File: src/rtl/fcr_pkg.sv
// Package: shared offsets, selector type and configuration-word layout
// for the flash control register bank. Assumes byte offsets, word aligned.
package fcr_pkg;
    localparam int CFG_W    = 16;
    localparam int NSRC     = 5;
    localparam int LOCK_BIT = 10;
    localparam int IEN_LSB  = 5;
    localparam int KEY_W    = 5;

    localparam int OFF_CFG  = 'h00;
    localparam int OFF_PROT = 'h10;
    localparam int OFF_SACC = 'h14;
    localparam int OFF_DACC = 'h18;
    localparam int OFF_STAT = 'h20;

    localparam int NLK = 3;

    typedef enum logic [2:0] {
        SEL_NONE,
        SEL_CFG,
        SEL_PROT,
        SEL_SACC,
        SEL_DACC,
        SEL_STAT
    } reg_sel_e;
endpackage

File: src/rtl/fcr_decode.sv
// Address decoder and privilege check. It maps the offset to a register
// selector, raises the transfer error for user accesses to privileged
// offsets and produces the per-register write enables.
// Assumes at most one of wr_i / rd_i is high in any cycle.
module fcr_decode
    import fcr_pkg::*;
#(
    parameter int ADDR_W = 6
) (
    input  logic              clk,
    input  logic              rst_n,
    input  logic [ADDR_W-1:0] addr_i,
    input  logic              wr_i,
    input  logic              rd_i,
    input  logic              sup_i,
    output reg_sel_e          sel_o,
    output logic              err_o,
    output logic              rd_ok_o,
    output logic              wr_cfg_o,
    output logic [NLK-1:0]    wr_lk_o
);
    logic strobe;
    logic allowed;

    // Map the offset to a register selector.
    always_comb begin
        case (addr_i)
            ADDR_W'(OFF_CFG):  sel_o = SEL_CFG;
            ADDR_W'(OFF_PROT): sel_o = SEL_PROT;
            ADDR_W'(OFF_SACC): sel_o = SEL_SACC;
            ADDR_W'(OFF_DACC): sel_o = SEL_DACC;
            ADDR_W'(OFF_STAT): sel_o = SEL_STAT;
            default:           sel_o = SEL_NONE;
        endcase
    end

    // Privilege check: only the status location is open to user mode.
    always_comb begin
        strobe  = wr_i | rd_i;
        allowed = sup_i | (sel_o == SEL_STAT);
        err_o   = strobe & ~allowed;
        rd_ok_o = rd_i & allowed;
    end

    // Per-register write enables, gated by privilege.
    always_comb begin
        wr_cfg_o   = wr_i & allowed & (sel_o == SEL_CFG);
        wr_lk_o[0] = wr_i & allowed & (sel_o == SEL_PROT);
        wr_lk_o[1] = wr_i & allowed & (sel_o == SEL_SACC);
        wr_lk_o[2] = wr_i & allowed & (sel_o == SEL_DACC);
    end

    p_one_strobe_r9: assert property (@(posedge clk) disable iff (!rst_n)
        !(wr_i && rd_i));
    p_err_needs_strobe_r9: assert property (@(posedge clk) disable iff (!rst_n)
        err_o |-> (wr_i || rd_i));
    p_status_open_r6: assert property (@(posedge clk) disable iff (!rst_n)
        (rd_i && addr_i == ADDR_W'(OFF_STAT)) |-> !err_o);
    p_user_no_write_r5: assert property (@(posedge clk) disable iff (!rst_n)
        (wr_i && !sup_i) |-> (!wr_cfg_o && wr_lk_o == '0));
endmodule

File: src/rtl/fcr_cfg_reg.sv
// Configuration word: sticky lock bit, interrupt enables and key field.
// Bits above the lock are not stored and read as zero.
// Assumes we_i is already qualified by privilege and address.
module fcr_cfg_reg
    import fcr_pkg::*;
(
    input  logic               clk,
    input  logic               rst_n,
    input  logic               we_i,
    input  logic [LOCK_BIT:0]  wdata_i,
    output logic [CFG_W-1:0]   cfg_o,
    output logic               lock_o,
    output logic [NSRC-1:0]    ien_o
);
    logic            lock_q;
    logic [NSRC-1:0] ien_q;
    logic [KEY_W-1:0] key_q;

    // Lock can only be set; it clears on reset alone.
    always_ff @(posedge clk) begin
        if (!rst_n)
            lock_q <= 1'b0;
        else if (we_i && wdata_i[LOCK_BIT])
            lock_q <= 1'b1;
    end

    // Enables and key field load on every accepted write.
    always_ff @(posedge clk) begin
        if (!rst_n) begin
            ien_q <= '0;
            key_q <= '0;
        end else if (we_i) begin
            ien_q <= wdata_i[IEN_LSB +: NSRC];
            key_q <= wdata_i[KEY_W-1:0];
        end
    end

    // Assemble the visible word with the reserved bits tied low.
    always_comb begin
        cfg_o = {{(CFG_W-LOCK_BIT-1){1'b0}}, lock_q, ien_q, key_q};
        lock_o = lock_q;
        ien_o  = ien_q;
    end

    p_lock_sticky_r3: assert property (@(posedge clk) disable iff (!rst_n)
        lock_q |=> lock_q);
    p_hold_without_write_r2: assert property (@(posedge clk) disable iff (!rst_n)
        !we_i |=> ($stable(ien_q) && $stable(key_q)));
endmodule

File: src/rtl/fcr_lock_reg.sv
// One lockable data word. It accepts writes only while the lock input is low.
// Assumes we_i is already qualified by privilege and address.
module fcr_lock_reg #(
    parameter int W = 32
) (
    input  logic         clk,
    input  logic         rst_n,
    input  logic         we_i,
    input  logic         lock_i,
    input  logic [W-1:0] wdata_i,
    output logic [W-1:0] q_o
);
    logic [W-1:0] q;

    // Store the write data unless the lock is held.
    always_ff @(posedge clk) begin
        if (!rst_n)
            q <= '0;
        else if (we_i && !lock_i)
            q <= wdata_i;
    end

    // Drive the stored word out.
    always_comb q_o = q;

    p_locked_hold_r4: assert property (@(posedge clk) disable iff (!rst_n)
        lock_i |=> $stable(q));
    p_no_write_hold_r4: assert property (@(posedge clk) disable iff (!rst_n)
        !we_i |=> $stable(q));
endmodule

File: src/rtl/fcr_irq.sv
// Interrupt combiner: ORs each flag masked by its enable into one
// registered request. Assumes the flags are synchronous to clk.
module fcr_irq #(
    parameter int N = 5
) (
    input  logic         clk,
    input  logic         rst_n,
    input  logic [N-1:0] ien_i,
    input  logic [N-1:0] flag_i,
    output logic         irq_o
);
    logic irq_q;

    // Register the masked OR of all sources.
    always_ff @(posedge clk) begin
        if (!rst_n)
            irq_q <= 1'b0;
        else
            irq_q <= |(ien_i & flag_i);
    end

    // Drive the request out.
    always_comb irq_o = irq_q;

    p_irq_rise_r8: assert property (@(posedge clk) disable iff (!rst_n)
        (|(ien_i & flag_i)) |=> irq_q);
    p_irq_fall_r8: assert property (@(posedge clk) disable iff (!rst_n)
        !(|(ien_i & flag_i)) |=> !irq_q);
endmodule

File: src/rtl/flash_ctl_regs.sv
// Top of the flash control register bank: decoder, configuration word,
// three lockable words, interrupt combiner and read multiplexer.
// Assumes one bus strobe per cycle; read data and error are combinational.
module flash_ctl_regs
    import fcr_pkg::*;
#(
    parameter int ADDR_W = 6,
    parameter int DATA_W = 32
) (
    input  logic              clk,
    input  logic              rst_n,
    input  logic [ADDR_W-1:0] bus_addr,
    input  logic [DATA_W-1:0] bus_wdata,
    input  logic              bus_wr,
    input  logic              bus_rd,
    input  logic              bus_sup,
    output logic [DATA_W-1:0] bus_rdata,
    output logic              bus_err,
    input  logic [NSRC-1:0]   flag_in,
    output logic              irq
);
    reg_sel_e                     sel;
    logic                         rd_ok;
    logic                         wr_cfg;
    logic [NLK-1:0]               wr_lk;
    logic [CFG_W-1:0]             cfg_q;
    logic                         lock;
    logic [NSRC-1:0]              ien;
    logic [NLK-1:0][DATA_W-1:0]   lk_q;

    fcr_decode #(.ADDR_W(ADDR_W)) u_dec (
        .clk      (clk),
        .rst_n    (rst_n),
        .addr_i   (bus_addr),
        .wr_i     (bus_wr),
        .rd_i     (bus_rd),
        .sup_i    (bus_sup),
        .sel_o    (sel),
        .err_o    (bus_err),
        .rd_ok_o  (rd_ok),
        .wr_cfg_o (wr_cfg),
        .wr_lk_o  (wr_lk)
    );

    fcr_cfg_reg u_cfg (
        .clk     (clk),
        .rst_n   (rst_n),
        .we_i    (wr_cfg),
        .wdata_i (bus_wdata[LOCK_BIT:0]),
        .cfg_o   (cfg_q),
        .lock_o  (lock),
        .ien_o   (ien)
    );

    for (genvar i = 0; i < NLK; i++) begin : g_lk
        fcr_lock_reg #(.W(DATA_W)) u_word (
            .clk     (clk),
            .rst_n   (rst_n),
            .we_i    (wr_lk[i]),
            .lock_i  (lock),
            .wdata_i (bus_wdata),
            .q_o     (lk_q[i])
        );
    end

    fcr_irq #(.N(NSRC)) u_irq (
        .clk    (clk),
        .rst_n  (rst_n),
        .ien_i  (ien),
        .flag_i (flag_in),
        .irq_o  (irq)
    );

    // Read multiplexer; returns zero for refused or unassigned accesses.
    always_comb begin
        bus_rdata = '0;
        if (rd_ok) begin
            case (sel)
                SEL_CFG:  bus_rdata = DATA_W'(cfg_q);
                SEL_PROT: bus_rdata = lk_q[0];
                SEL_SACC: bus_rdata = lk_q[1];
                SEL_DACC: bus_rdata = lk_q[2];
                SEL_STAT: bus_rdata = DATA_W'(flag_in);
                default:  bus_rdata = '0;
            endcase
        end
    end

    p_user_nochange_r5: assert property (@(posedge clk) disable iff (!rst_n)
        (bus_wr && !bus_sup) |=> ($stable(cfg_q) && $stable(lk_q)));
    p_err_reads_zero_r5: assert property (@(posedge clk) disable iff (!rst_n)
        bus_err |-> (bus_rdata == '0));
    p_cfg_resv_zero_r2: assert property (@(posedge clk) disable iff (!rst_n)
        (bus_rd && bus_sup && bus_addr == ADDR_W'(OFF_CFG)) |->
        (bus_rdata[CFG_W-1:LOCK_BIT+1] == '0));
endmodule

File: config.mk
export PLATFORM = sky130hd
export DESIGN_NAME = flash_ctl_regs
export DESIGN_NICKNAME = d
export VERILOG_FILES = /design/src/rtl/fcr_pkg.sv /design/src/rtl/fcr_decode.sv /design/src/rtl/fcr_cfg_reg.sv /design/src/rtl/fcr_lock_reg.sv /design/src/rtl/fcr_irq.sv /design/src/rtl/flash_ctl_regs.sv
export SDC_FILE = /design/constraint.sdc
export NUM_CORES = 1
export LEC_CHECK = 0
export BUFFER_PORTS_ARGS = -buffer_cell sky130_fd_sc_hd__buf_2
export CORE_MARGIN = 2
export CORE_UTILIZATION = 40
export CTS_CLUSTER_SIZE = 25
export DETAILED_ROUTE_END_ITERATION = 8
export PLACE_DENSITY = 0.6
export SYNTH_ARGS = -nofsm -noshare
export SYNTH_HDL_FRONTEND = slang
export SYNTH_HIERARCHICAL = 1
export SYNTH_SLANG_ARGS = --single-unit
File: constraint.sdc
create_clock -name clk -period 2.35 [get_ports clk]
set_input_delay 0.1175 -clock clk [delete_from_list [all_inputs] [get_ports clk]]
set_output_delay 0.1175 -clock clk [all_outputs]
set_load 0.005 [all_outputs]
==> results of run 1 <==
==> cell type report <==
class	count	area, µm²	area share [%]
Clock buffer	9	225	3.42
Timing Repair Buffer	106	683	10.4
Antenna cell	1	2.50	0.0380
Multi-Input combinational cell	490	3200	48.7
Tap cell	184	230	3.50
Clock inverter	7	73.8	1.12
Inverter	1	3.75	0.0570
Sequential cell	108	2160	32.8
==> worst paths after layout <==
check	to
setup / recovery	bus_rdata[17]
hold / removal	g_lk[2].u_word/q_o[23]
setup reg to reg	g_lk[2].u_word/q_o[21]
hold reg to reg	g_lk[0].u_word/q_o[9]
==> cell usage in the layout (no fill, tap or decap), types with 5 or more instances in the layout <==
master	netlist	final
mux2i_1	111	111
mux2_2	32	32
nand2_1	212	212
dfxtp_1	108	108
and3b_1	22	22
o21ai_0	10	10
buf_2	23	80
buf_12	9	7
nor2b_1	14	14
a21oi_1	23	23
a211o_1	5	5
buf_4	14	19
conb_1	1	5
nor2_1	16	16
a22oi_1	16	16
clkbuf_16	0	9
==> power by group through the flow <==
stage               Combinational, mW  Sequential, mW  Clock, mW
floorplan                       0.160            1.88          0
global placement                0.240            1.88          0
detailed placement              0.248            1.88          0
CTS                             0.249            1.83       1.60
global route                    0.278            1.83       1.67
finish                          0.250            1.83       1.55
==> cell families after synthesis <==
family                 Yosys count  share of synthesized area [%]
AO/OA/AOI/OAI                   60                           6.33
buffers and inverters           67                           9.87
flip-flops                     108                           36.4
multiplexers                   143                           24.8
other                            1                         0.0632
AND/OR/NAND/NOR                282                           22.5
==> flip-flops by register name, summed over array words and instances, names as in the netlist <==
signal / cells
u_cfg/key_q: 5
g_lk.u_word/q_o: 96
u_cfg/ien_o: 5
u_cfg/lock_o: 1
u_irq/irq_o: 1
==> critical path, cell delays in order <==
cell and delay (ns):
buf_2 0.11, or3_4 0.40, nor3b_4 0.21, buf_4 0.31
or3_4 0.19, nand3_4 0.19, buf_4 0.27, nor2_1 0.18
buf_2 0.14
==> per-layer routing <==
metal / track usage (%) / wire length [µm]
met5: 0 / 13
met4: 4.98 / 221
met3: 5.10 / 657
met2: 31.4 / 6860
met1: 22.5 / 6530
==> metrics by stage <==
stage	worst slack (ns)	util, %	instances	hold slack [ns]	total power, mW
2_1_floorplan	0.541	-	665	0.246	2.04
3_3_place_gp	0.143	43.1	888	0.388	2.12
3_5_place_dp	0.126	43.1	888	0.397	2.13
4_1_cts	0.124	45.2	904	0.0135	3.68
5_1_grt	0.0164	45.3	905	0.0202	3.79
6_report	0.113	45.3	906	0.0256	3.64
==> timing repair <==
item | CTS | global route
endpoints found under the setup margin | 0 | 1
buffers inserted | 0 | 1
hold endpoints to repair | 0 | 0
==> results.json, run 1 <==
{
  "wl_per_cell_um": 15.8,
  "peakVddDrop_uv": 368,
  "die_w_um": 126,
  "hold_path.class": "input pin to flip-flop",
  "viasPerCell": 5.10,
  "placed_area_um2": 6260,
  "ys_ff_latch": 108,
  "cp-end-kind": "primary output",
  "hold_start": "bus_wdata[23]",
  "critPathKind": "input pin to primary output",
  "slew_viol_final": 0,
  "whs_path_depth": 3,
  "num_vias": 4624,
  "n_fill_cell": 1422,
  "synth_edf_count": 0,
  "synth_cells": 661,
  "netlist_top_cells_count": "212 x nand2_1, 111 x mux2i_1, 108 x dfxtp_1, 32 x mux2_2",
  "syn_area_um2": 5930,
  "skew_ns": 0.00582,
  "yosysSeqAreaShare_pct": 36.4,
  "cts.repair.resized": 0,
  "die_area_um2": 15800,
  "async_flop_share_pct": 0,
  "relSlewSlack_pct": 57.0,
  "final-hold-violation-count": 0,
  "synth_ff_type": "dfxtp_1",
  "yosysTopAreaCellShare_pct": 36.4,
  "critPathRequiredTime_ns": 2.23,
  "pwr-share-clk_pct": 42.7,
  "grt_util_all_layers_pct": 18.3,
  "startpoint_type": "input pin",
  "cts_tree": "done",
  "cts_buffers": 9,
  "dp.final_hpwl_um": 9980,
  "tns_ns": 0,
  "port_buffers": 81,
  "fmax_ghz": 0.447,
  "worstMarginPinSlew_ns": 0.646,
  "drive_gt1_share_pct": 23.0,
  "fin_crit_sh_pct": 95.2,
  "start_util_pct": 40.8,
  "synth_area_per_cell_um2": 8.97,
  "htree_levels": 3,
  "power_density_nw_per_um2": 552,
  "p_switching_mw": 0.876,
  "setup_viol": 0,
  "ioPinCount": 82,
  "fin_nets": 764,
  "grt_pass1_vias": 4720,
  "critPathMaxFanout": 24,
  "p_int_mw": 2.76,
  "layout_min_cycle_time_ns": 2.24,
  "leakage_nw": 2.48,
  "clock_tree.buffer_depth": 2,
  "path_clk_slew_ns": 0.07,
  "r2r_slack_ns": 1.10,
  "drv_cap": 0,
  "core.rowCount": 44,
  "fin_area_um2": 6590,
  "root_buffer": "clkbuf_16",
  "ys_types": 36,
  "ant_nets": 0,
  "core_um2": 14500,
  "drt_iter0_markers": 268,
  "reg2reg_depth": 3,
  "gr-total-overflow": 0,
  "firstDrtPassIters": 5,
  "synth_area_leader_cell": "dfxtp_1",
  "clkLatencyLatePin_ns": 0.35,
  "yosys_warnings": 6,
  "grt_max_degree": 73,
  "rr_startpoint": "u_cfg/lock_o",
  "drc": 0,
  "switching_share_pct": 24.1,
  "grt_pass1_wl_um": 23400,
  "crit_start": "bus_addr[1]",
  "status": "completed",
  "areaGrowthSynthToFinish_pct": 11.0,
  "synthTopCellsByArea": "dfxtp_1 36%, mux2i_1 19%, nand2_1 13%, mux2_2 6.1%, and3b_1 3.2%",
  "seqPwrFrac_pct": 50.4,
  "antenna_found_initial": 2,
  "cts_hold_buffers": 0,
  "yosys.cell_count.top_type": "nand2_1",
  "grt_setup_unrepaired": "no",
  "cts_num_sinks": 108,
  "die_y_um": 126,
  "arrival_ns": 2.12,
  "comb_power_share_pct": 6.9,
  "gp_congestion": 0.814,
  "drt_wl_total_um": 14300
}
No activity file was read; power rests on OpenSTA's default activity.
==> inputs of run 2 (changes only) <==
==> constraint.sdc (replaced) <==
create_clock -name clk -period 2.37 [get_ports clk]
set_input_delay 0.1185 -clock clk [delete_from_list [all_inputs] [get_ports clk]]
set_output_delay 0.1185 -clock clk [all_outputs]
set_load 0.005 [all_outputs]
==> results.json, run 2 (synthesis gave the netlist of run 1 again) <==
{
  "status": "completed",
  "comb_power_share_pct": 7.1,
  "die_w_um": 126,
  "hold_path.class": "input pin to flip-flop",
  "clock_tree.buffer_depth": 2,
  "final-hold-violation-count": 0,
  "gp_congestion": 0.774,
  "p_switching_mw": 0.790,
  "core.rowCount": 44,
  "die_area_um2": 15800,
  "cts.repair.resized": 0,
  "antenna_found_initial": 2,
  "relSlewSlack_pct": 50.4,
  "ioPinCount": 82,
  "cts_buffers": 9,
  "fin_nets": 758,
  "grt_max_degree": 85,
  "final_common_cell": "nand2_1",
  "arrival_ns": 2.08,
  "critPathRequiredTime_ns": 2.25,
  "setup_viol": 0,
  "worstMarginPinSlew_ns": 0.744,
  "drt_wl_total_um": 14200,
  "min_to": "g_lk[2].u_word/q_o[23]",
  "critPathKind": "input pin to primary output",
  "skew_ns": 0.00745,
  "htree_levels": 3,
  "areaGrowthSynthToFinish_pct": 9.77,
  "viasPerCell": 5.14,
  "grt_util_all_layers_pct": 18.1,
  "tns_ns": 0,
  "startpoint_type": "input pin",
  "firstDrtPassIters": 4,
  "drt_iter0_markers": 270,
  "switching_share_pct": 23.0,
  "leakage_nw": 2.43,
  "fin_crit_sh_pct": 92.7,
  "peakVddDrop_uv": 412,
  "cts_tree": "done",
  "whs_ns": 0.0269,
  "seqPwrFrac_pct": 52.9,
  "hold_start": "bus_wdata[23]",
  "ant_nets": 0,
  "cp-end-kind": "primary output",
  "p_int_mw": 2.65,
  "clkLatencyLatePin_ns": 0.35,
  "timing.rr.end": "g_lk[0].u_word/q_o[3]",
  "drc": 0,
  "reg2reg_depth": 3,
  "cpPeakStageDelay_ns": 0.40,
  "grt_pass1_vias": 4517,
  "cts_num_sinks": 108,
  "critPathMaxFanout": 23,
  "path_clk_slew_ns": 0.06,
  "r2r_slack_ns": 1.15,
  "layout_min_cycle_time_ns": 2.20,
  "crit_family": "simple AND/OR/NAND/NOR gates",
  "utilization_pct": 44.8,
  "die_y_um": 126,
  "mostFrequentLayoutCells": "212 x nand2_1, 111 x mux2i_1, 108 x dfxtp_1",
  "setup_slack_ns": 0.172,
  "crit_buf_inv": 4,
  "grt_setup_unrepaired": "no",
  "port_buffers": 81,
  "path_cells": "buf_2 > or3_4 > nor3b_4 > a21o_1 > buf_12 > or3_4 > nand3_4 > buf_4 > a21oi_1 > buf_2",
  "rr_startpoint": "u_cfg/lock_o",
  "fmax_ghz": 0.455,
  "place_ws_ns": 0.147,
  "grt_pass1_wl_um": 23000,
  "num_vias": 4611,
  "drive_gt1_share_pct": 21.8,
  "gr-total-overflow": 0,
  "post_cts_buffers": 0,
  "slew_viol_final": 0,
  "whs_path_depth": 3,
  "cts_hold_buffers": 0,
  "crit_start": "bus_addr[1]",
  "largest_reg_flops": 96,
  "root_buffer": "clkbuf_16",
  "crit_path_top_delay_cell": "or3_4",
  "drv_cap": 0,
  "wl_per_cell_um": 15.9,
  "core_um2": 14500,
  "dp.final_hpwl_um": 9690,
  "pwr-share-clk_pct": 40.0,
  "power_density_nw_per_um2": 529,
  "start_util_pct": 40.8
}
run 2: area by class of cell:
cell class                      instances  area, µm²
Timing Repair Buffer                  100        651
Tap cell                              184        230
Inverter                                1       3.75
Clock buffer                           11        253
Antenna cell                            3       7.51
Sequential cell                       108       2160
Fill cell                            1461       8020
Multi-Input combinational cell        490       3200
run 2: tightest hold or removal path, stage by stage:
cell,delay [ns]
buf_2,0.11
nand2_1,0.05
mux2i_1,0.05
run 2: routing by layer:
layer / global-route usage, % / routed length, µm / share of wire [%] / up-vias
met5: 0 / 0 / 0 / -
met4: 7.18 / 263 / 1.8 / 0
met3: 4.67 / 827 / 5.8 / 15
met2: 30.3 / 6930 / 49 / 103
met1: 22.3 / 6220 / 44 / 2194
li1: - / - / - / 2299
run 2: worst max-delay path by stage:
stage	endpoint	slack, ns	cells past startpoint
after global placement	bus_rdata[19]	0.21	9
final	bus_rdata[1]	0.17	10
after detailed placement	g_lk[0].u_word/q_o[3]	0.15	8
after floorplan	bus_rdata[30]	0.56	8
after CTS	bus_rdata[1]	0.17	10
after global routing	bus_rdata[7]	0.06	10
run 2: per-stage QoR:
step,cells,power [mW],instance area [µm²]
3_5_place_dp,883,2.11,6250
4_1_cts,894,3.48,6500
6_report,897,3.44,6510
5_1_grt,895,3.57,6510
3_3_place_gp,883,2.10,6250
2_1_floorplan,665,2.02,5950
run 2: power groups by stage:
stage	Clock [mW]	Combinational, mW	Sequential (mW)
after detailed placement	0	0.243	1.86
after global routing	1.48	0.271	1.82
final	1.38	0.243	1.82
after global placement	0	0.236	1.86
after floorplan	0	0.159	1.86
after CTS	1.42	0.244	1.82
